--- src/rtl/psfb_pkg.sv ---
`timescale 1ns/1ps
package psfb_pkg;

    // Drive pair of one bridge leg
    typedef struct packed {
        logic hi;
        logic lo;
    } leg_drive_t;

    localparam int unsigned LEG_AB   = 0;
    localparam int unsigned LEG_CD   = 1;
    localparam int unsigned NUM_LEGS = 2;

    // Dead-time can never be zero: bound the request into [lo_lim, hi_lim]
    function automatic int unsigned clamp_dead(int unsigned req,
                                               int unsigned lo_lim,
                                               int unsigned hi_lim);
        if (req < lo_lim) return lo_lim;
        if (req > hi_lim) return hi_lim;
        return req;
    endfunction

    // Phase command to lag in ticks, with zero-phase dead zone and full-scale
    function automatic int unsigned phase_to_lag(int unsigned cmd,
                                                 int unsigned cmd_w,
                                                 int unsigned half,
                                                 int unsigned zero_lvl);
        int unsigned full;
        full = (32'd1 << cmd_w) - 32'd1;
        if (cmd < zero_lvl) return 0;
        if (cmd >= full) return half;
        return (cmd * half) >> cmd_w;
    endfunction

endpackage

--- src/rtl/psfb_period_timer.sv ---
`timescale 1ns/1ps
module psfb_period_timer
    import psfb_pkg::*;
#(
    parameter int unsigned PERIOD   = 16,
    parameter int unsigned PH_W     = 8,
    parameter int unsigned ZERO_LVL = 48
) (
    input  logic                        clk,
    input  logic                        rst,
    input  logic                        tick,
    input  logic                        kill,
    input  logic [PH_W-1:0]             phase_cmd,
    output logic [$clog2(PERIOD)-1:0]   pos,
    output logic                        halt,
    output logic [NUM_LEGS-1:0]         leg_lvl
);
    localparam int unsigned CNT_W = $clog2(PERIOD);
    localparam int unsigned HALF  = PERIOD / 2;
    localparam logic [CNT_W-1:0] LAST = CNT_W'(PERIOD - 1);

    logic [CNT_W-1:0] lag_q;
    logic [CNT_W-1:0] lag_d;
    logic [CNT_W:0]   lag_pos;
    logic             wrap;

    assign wrap  = tick && (pos == LAST);
    assign lag_d = CNT_W'(phase_to_lag(32'(phase_cmd), PH_W, HALF, ZERO_LVL));

    always_ff @(posedge clk) begin
        if (rst) begin
            pos   <= '0;
            lag_q <= '0;
            halt  <= 1'b1;
        end else begin
            if (tick) pos <= wrap ? '0 : pos + 1'b1;
            // new lag only at the period boundary
            if (wrap) lag_q <= lag_d;
            if (kill)      halt <= 1'b1;
            else if (wrap) halt <= 1'b0;
        end
    end

    always_comb begin
        if (pos >= lag_q) lag_pos = {1'b0, pos - lag_q};
        else              lag_pos = {1'b0, pos} + (CNT_W+1)'(PERIOD) - {1'b0, lag_q};
        leg_lvl[LEG_AB] = (pos < CNT_W'(HALF));
        leg_lvl[LEG_CD] = (lag_pos < (CNT_W+1)'(HALF));
    end

endmodule

--- src/rtl/psfb_deadband.sv ---
`timescale 1ns/1ps
module psfb_deadband
    import psfb_pkg::*;
#(
    parameter int unsigned DT_W   = 4,
    parameter int unsigned DT_MIN = 1,
    parameter int unsigned DT_MAX = 6
) (
    input  logic            clk,
    input  logic            rst,
    input  logic            tick,
    input  logic            run,
    input  logic            level,
    input  logic [DT_W-1:0] dt_cfg,
    output leg_drive_t      drv
);
    localparam int unsigned DC_W = $clog2(DT_MAX + 1);

    logic [DC_W-1:0] dt_eff;
    logic [DC_W-1:0] wait_q;
    logic            lvl_q;

    assign dt_eff = DC_W'(clamp_dead(32'(dt_cfg), DT_MIN, DT_MAX));

    always_ff @(posedge clk) begin
        if (rst) begin
            drv    <= '0;
            wait_q <= '0;
            lvl_q  <= 1'b0;
        end else if (!run) begin
            // held off: track level, owe a full dead-time on restart
            drv    <= '0;
            wait_q <= dt_eff;
            lvl_q  <= level;
        end else if (tick) begin
            if (level != lvl_q) begin
                lvl_q  <= level;
                wait_q <= dt_eff - 1'b1;
                drv    <= '0;
            end else if (wait_q != '0) begin
                wait_q <= wait_q - 1'b1;
                drv    <= '0;
            end else begin
                drv.hi <= level;
                drv.lo <= ~level;
            end
        end
    end

endmodule

--- src/rtl/psfb_gate_gen.sv ---
`timescale 1ns/1ps
module psfb_gate_gen
    import psfb_pkg::*;
#(
    parameter int unsigned PERIOD   = 16,
    parameter int unsigned PH_W     = 8,
    parameter int unsigned ZERO_LVL = 48,
    parameter int unsigned DT_W     = 4,
    parameter int unsigned DT_MIN   = 1,
    parameter int unsigned DT_MAX   = 6
) (
    input  logic            clk,
    input  logic            rst,
    input  logic            tick,
    input  logic            kill,
    input  logic [PH_W-1:0] phase_cmd,
    input  logic [DT_W-1:0] dt_ab,
    input  logic [DT_W-1:0] dt_cd,
    output logic            ab_hi,
    output logic            ab_lo,
    output logic            cd_hi,
    output logic            cd_lo
);
    localparam int unsigned CNT_W = $clog2(PERIOD);

    logic [CNT_W-1:0]    pos;
    logic                halt;
    logic [NUM_LEGS-1:0] leg_lvl;
    logic [DT_W-1:0]     dt_sel [NUM_LEGS];
    leg_drive_t          drv    [NUM_LEGS];
    logic                run;

    assign dt_sel[LEG_AB] = dt_ab;
    assign dt_sel[LEG_CD] = dt_cd;
    assign run = !halt && !kill;

    psfb_period_timer #(
        .PERIOD  (PERIOD),
        .PH_W    (PH_W),
        .ZERO_LVL(ZERO_LVL)
    ) u_timer (
        .clk      (clk),
        .rst      (rst),
        .tick     (tick),
        .kill     (kill),
        .phase_cmd(phase_cmd),
        .pos      (pos),
        .halt     (halt),
        .leg_lvl  (leg_lvl)
    );

    generate
        for (genvar g = 0; g < NUM_LEGS; g++) begin : g_leg
            psfb_deadband #(
                .DT_W  (DT_W),
                .DT_MIN(DT_MIN),
                .DT_MAX(DT_MAX)
            ) u_db (
                .clk   (clk),
                .rst   (rst),
                .tick  (tick),
                .run   (run),
                .level (leg_lvl[g]),
                .dt_cfg(dt_sel[g]),
                .drv   (drv[g])
            );
        end
    endgenerate

    assign ab_hi = drv[LEG_AB].hi;
    assign ab_lo = drv[LEG_AB].lo;
    assign cd_hi = drv[LEG_CD].hi;
    assign cd_lo = drv[LEG_CD].lo;

endmodule

--- config.mk ---
export PLATFORM = sky130hd
export DESIGN_NAME = psfb_gate_gen
export DESIGN_NICKNAME = d
export VERILOG_FILES = /design/src/rtl/psfb_pkg.sv /design/src/rtl/psfb_period_timer.sv /design/src/rtl/psfb_deadband.sv /design/src/rtl/psfb_gate_gen.sv
export SDC_FILE = /design/constraint.sdc
export NUM_CORES = 1
export LEC_CHECK = 0
export BUFFER_PORTS_ARGS = -buffer_cell sky130_fd_sc_hd__buf_2
export CORE_MARGIN = 3
export CORE_UTILIZATION = 51
export CTS_CLUSTER_DIAMETER = 100
export DETAILED_ROUTE_END_ITERATION = 10
export HOLD_SLACK_MARGIN = 0.08
export PLACE_DENSITY = 0.76
export SYNTH_ARGS = -nofsm -noshare
export SYNTH_HDL_FRONTEND = slang
export SYNTH_SLANG_ARGS = --single-unit
--- constraint.sdc ---
create_clock -name clk -period 3.1 [get_ports clk]
set_clock_uncertainty 0.15 [all_clocks]
set_input_delay 0.155 -clock clk [delete_from_list [all_inputs] [get_ports clk]]
set_output_delay 0.155 -clock clk [all_outputs]
set_load 0.02 [all_outputs]
== Word-level counts from Yosys, hierarchy flattened ==
Cells that the tools add are included.

* Bits in registers: 21
* Output and inout port bits: 4
* Logic and storage cells: 91
* Bits of input ports: 20

* $add $sub $neg: 8
* $lt $le $gt $ge: 9
* Bitwise gates (word level): 3
* Multiplexer cells: 40
* Equal/unequal tests: 8
* Reduce and logical (&&, ||, !) cells: 12

{| class="wikitable"
|+ Operators with widths
! cell !! count
|-
| 3-bit 2-to-1 mux || 14
|-
| 1-bit 2-to-1 mux || 17
|-
| 4-bit 2-to-1 mux || 4
|-
| 3-bit by 1-bit subtractor with 3-bit output, second input constant || 4
|-
| 8-bit >= comparator, second input constant || 1
|-
| 4-bit by 3-bit greater-than comparator with 1-bit output, second input constant || 2
|-
| 4-bit by 1-bit < comparator with 1-bit output, second input constant || 2
|-
| 8-bit by 6-bit < comparator with 1-bit output, second input constant || 1
|-
| 2-bit 2-to-1 mux || 4
|-
| 2-bit AND reduction || 4
|-
| 3-bit nonzero test || 2
|-
| 4-bit by 5-bit adder with 5-bit output, second input constant || 1
|-
| 5-bit by 4-bit < comparator with 1-bit output, second input constant || 1
|-
| 5-bit 2-to-1 mux || 1
|-
| 5-bit by 4-bit subtractor with 5-bit output || 1
|-
| 4-bit by 1-bit adder with 4-bit output, second input constant || 1
|-
| 4-bit equality test, second input constant || 1
|-
| 4-bit >= comparator || 1
|-
| 4-bit < comparator, second input constant || 1
|-
| 2-bit != test, second input constant || 2
|-
| 2-bit OR reduction || 2
|-
| 4-bit subtractor || 1
|-
| 3-bit by 1-bit != test with 1-bit output, second input constant || 1
|-
| 3-bit != test, second input constant || 1
|-
| 5 further kinds || 10
|}

== Logic depth before layout (Yosys ltp) ==
* Depth in word-level cells: 9
* Depth in mapped cells: 15

== By module ==
Synthesis repeated with hierarchy kept, for this count alone.

* Cells, all modules: 163
* Area total of the unflattened synthesis: 1258.7 µm²

{| class="wikitable"
|+ By module, submodules not included
! module !! seq. area each (µm²) !! area an instance (µm²) !! instances !! cells each
|-
| psfb_deadband || 120.1 || 385.4 || 2 || 52
|-
| psfb_period_timer || 180.2 || 484.2 || 1 || 58
|-
| psfb_gate_gen || 0.0 || 3.8 || 1 || 1
|}

== Least setup slack after synthesis ==
OpenSTA, ideal clock, no wires.

* Kind: reg-to-reg
* Start: reg u_timer.pos[3]
* End: reg g_leg[1].u_db.wait_q[2]
* Stages on the path, launching flop included: 13
* Data required time: 2827 ps
* Data arrival time: 2730 ps
* Buffers on the path: 2
* Setup time: 123 ps
* Setup slack: 96 ps
* Path through: dfxtp_1 ha_1 buf_4 xnor2_1 and3_1 or2_4 mux2i_1 ha_1 buf_2 nor4_1 a2111o_1 nor4_1 o21ai_1

* Word-level cells in the longest chain between the ends: 8

{| class="wikitable"
|+ RTL lines
! element !! line !! source
|-
| start, declared || psfb_period_timer.sv:14 || <nowiki>output logic [$clog2(PERIOD)-1:0] pos,</nowiki>
|-
| start signal, assigned || psfb_period_timer.sv:36 || <nowiki>if (tick) pos <= wrap ? '0 : pos + 1'b1;</nowiki>
|-
| 4-bit by 5-bit adder with 5-bit output || psfb_period_timer.sv:46 || <nowiki>else lag_pos = {1'b0, pos} + (CNT_W+1)'(PERIOD) - {1'b0, lag_q};</nowiki>
|-
| 5-bit by 4-bit subtractor with 5-bit output || psfb_period_timer.sv:46 ||
|-
| 5-bit 2-to-1 mux (*) || psfb_period_timer.sv:45 || <nowiki>if (pos >= lag_q) lag_pos = {1'b0, pos - lag_q};</nowiki>
|-
| 5-bit by 4-bit < comparator with 1-bit output (*) || psfb_period_timer.sv:48 || <nowiki>leg_lvl[LEG_CD] = (lag_pos < (CNT_W+1)'(HALF));</nowiki>
|-
| 1-bit != test (*) || psfb_deadband.sv:36 || <nowiki>if (level != lvl_q) begin</nowiki>
|-
| 3-bit 2-to-1 mux || psfb_deadband.sv:36 ||
|-
| 3-bit 2-to-1 mux || psfb_deadband.sv:35 || <nowiki>end else if (tick) begin</nowiki>
|-
| 3-bit 2-to-1 mux || psfb_deadband.sv:30 || <nowiki>end else if (!run) begin</nowiki>
|-
| end signal, assigned || psfb_deadband.sv:33 || <nowiki>wait_q <= dt_eff;</nowiki>
|-
| end signal, assigned || psfb_deadband.sv:38 || <nowiki>wait_q <= dt_eff - 1'b1;</nowiki>
|-
| end signal, assigned || psfb_deadband.sv:41 || <nowiki>wait_q <= wait_q - 1'b1;</nowiki>
|-
| end, declared || psfb_deadband.sv:20 || <nowiki>logic [DC_W-1:0] wait_q;</nowiki>
|}

Mark *: on every way between the ends. The rest lies on a longest branch, timed or not. The select of a mux whose other input is x is not followed.
A chain may end at the register's enable or synchronous reset.

== Final worst setup path ==
* Start: reg u_timer.pos[2]
* End: reg g_leg[1].u_db.wait_q[2]

Same word-level chain as after synthesis.

==> run metrics <==
CP max FO=7; register area share after synthesis=~28%; fmax=0.3419 GHz; die area=3669 um2; synthesized area=1519 um2; post-DR vias/cell=6.190; CTS root buf=clkbuf_4; drt pass-1 iters=4; Vias=between 1500 and 2000; Final Hold Fails=0; Final GP Congestion=0.9091; area occupied by multi-input gates=1091 um2; Worst-path clk slew=between 100 and 150 ps; final setup vio count=0; clk buf depth=2; Worst Hold Class=input pin to flop; io pins=24; main combinational cell family by area after synthesis=simple AND/OR/NAND/NOR gates; Synth area leaders=dfxtp_1, ha_1, a21oi_1; CP endpoint kind=flop; Setup CP Type=flop to flop; top cell type's share of synthesized area=27.68%; Mapped Nets=217; Final #Nets=250; Slew headroom=69.74%; post-layout util=66.64%; initial antenna violation count=0; P&R area growth vs syn=23.06%; worst slack at placement=-22.30 ps; largest net degree at the start of global routing=22; drt initial violations=94; TritonCTS Buffers=3; share of layout cells above drive strength 1=between 20% and 30%; Pleak=0.7162 nW; Die H=approximately 61 um; Antenna diodes=0; Adder-Cell Fraction of Synth Area=6.425%; async set or reset register ratio after synthesis=0%; clock period minus worst slack=approximately 3000 ps; core area=2805 um2; most numerous cell on the critical path=ha_4; CP cell instances=ha_4 -> a21oi_4 -> a21oi_1 -> or2_4 -> mux2i_4 -> ha_4 -> buf_2 -> or4b_1 -> a41oi_2 -> nor4_1 -> o21ai_1; IO buf count=23; Post-route DRC=0; Seq cells post-synth=21; Post-Route WL=around 3.7 mm; Synth Area in XOR/XNOR=3.377%; most frequent cells after synthesis=dfxtp_1, nor2_1, a21oi_1; row cnt=19; global-route wire length before repair=5.954 mm; unrepaired setup endpoints after global routing=false; Remaining Overflow, GRT=0; Max Slew Vio Count=0; complex-gate fraction of the synthesized area=22.57%; Hold Slack=99.69 ps; Synth warnings=0; H-Tree Depth=1; initial cell density of the core=a little over half; vias in the first global route=about 1400; actual slew at the worst max-slew pin=between 400 and 500 ps; Sink Count=21; Post-synth EDFFs=0; Die X=60.58 um; startpoint types=flop; ys flop type=dfxtp_1; Fill cells=between 200 and 300; Routed Antenna Nets=0; HPWL Detailed=~2.6 mm; Synth area leader=dfxtp_1; cells after synthesis=190; Final WS setup=175.2 ps; crit path max-delay cell type=or4b_1; crit path DAT=between 3000 and 4000 ps; Crit path largest cell delay=490 ps; Seq. cell area=421.7 um2; Synth Area in Simple Gates=30.81%; gr usage total=21.02%; multiplexer share of the synthesized area=3.624%; CTS tree=yes; maximum vdd drop=288.2 uV; Distinct cells, synth=55; routed wire length per instance=14.58 um; status=finished, final reports clean; most common cell in the synthesized netlist=dfxtp_1; period utilization=94.35%; Worst-Skew Late Latency=310 ps; pwr dens=about 320 nW/um2; Avg Cell Area, Syn=7.995 um2; CP Data Required Time=between 3000 and 4000 ps; max_cap viols=0
-- cell usage in the layout (no fill, tap or decap), drive strengths merged, types with 2 or more instances in the layout --
cell type    Yosys  final
nor4b            3      3
a211oi           2      2
xor2             2      2
buf              5     33
a21oi           15     15
a22o             2      2
dfxtp           21     21
o21ai            5      5
nand2           12     12
or3              4      4
a21o             3      3
nor2            18     18
a31oi            3      3
nand4            7      7
nor3             9      9
nand2b           7      7
nand3            2      2
inv              8      8
ha               7      7
o211ai           3      3
a41oi            2      2
nor4             4      4
mux2i            4      4
a2111oi          2      2
dlygate4sd3      0      7
a21bo            2      2
or2              4      4
and2             2      2
nand4b           5      5
clkbuf           7      3
xnor2            3      3
-- where the power goes --
| part | switching (mW) | internal (mW) | total, mW |
|---|---|---|---|
| logic | 0.0826 | 0.0776 | 0.160 |
| registers | 0.0113 | 0.279 | 0.290 |
| clock network | 0.0902 | 0.0493 | 0.140 |
| total | 0.184 | 0.406 | 0.590 |
-- cells by family after synthesis --
logic type,Yosys count
DFF,21
AOI/OAI and AO/OA,48
adders and majority gates,8
muxes,5
and+or+nand+nor,83
buffers and inverters,20
xor gates and xnor gates,5
-- what timing repair did --
action | in CTS | in global routing
setup buffers | 0 | 5
endpoints found under the hold margin | 15 | 0
resized for setup | 1 | 10
hold buffers | 7 | 0
setup endpoints to repair | 1 | 1
pin swaps | 0 | 2
-- metal layers --
| layer | track usage (%) | vias to the layer above | share of wire (%) |
|---|---|---|---|
| li1 | - | 772 | - |
| met1 | 26.06 | 736 | 45 |
| met2 | 35.42 | 48 | 48 |
| met3 | 4.468 | 10 | 4.8 |
| met4 | 8.359 | 0 | 1.5 |
| met5 | 0 | - | 0 |
-- final timing paths --
| check | slack (ps) | startpoint | cells after the start | end |
|---|---|---|---|---|
| max | 180 | u_timer.pos[2] | 11 | g_leg[1].u_db.wait_q[2] |
| min | 100 | dt_ab[2] | 3 | g_leg[0].u_db.wait_q[2] |
| max reg2reg | 180 | u_timer.pos[2] | 11 | g_leg[1].u_db.wait_q[2] |
| min reg2reg | 320 | u_timer.lag_q[0] | 2 | u_timer.lag_q[0] |
-- critical path, delay by kind of cell, from the launching register on --
| kind | cells | cell delay, ps |
|---|---|---|
| AND/OR/NAND/NOR | 3 | 860 |
| multiplexers | 1 | 200 |
| buffers and inverters | 1 | 160 |
| AO/OA/AOI/OAI | 4 | 590 |
| flip-flops | 1 | 460 |
| adder cells (fa/ha/maj) | 2 | 460 |
-- cell type report --
| class | instances | share of cell area, % |
|---|---|---|
| clock inverters | 1 | 0.4016 |
| inverters | 8 | 1.606 |
| flip-flops and latches | 21 | 22.56 |
| multi-input cells | 149 | 58.37 |
| clock buffers | 3 | 1.205 |
| well taps | 31 | 2.075 |
| repair buffers | 40 | 13.79 |
-- flip-flops by register name (all words and copies together), names as in the netlist --
| register | flops |
|---|---|
| g_leg.u_db.lvl_q | 2 |
| g_leg.u_db.drv | 4 |
| u_timer.pos | 4 |
| g_leg.u_db.wait_q | 6 |
| u_timer.lag_q | 4 |
| u_timer.halt | 1 |
-- through the flow --
stage          cells  TNS [ps]  total power, mW  cell area [um2]
6_report         253         0           0.5900             1869
5_1_grt          253         0           0.6238             1869
3_5_place_dp     237    -22.30           0.4214             1657
3_3_place_gp     237         0           0.4149             1657
2_1_floorplan    190         0           0.3850             1519
4_1_cts          248         0           0.5679             1759
(Power assumes the default switching activity.)
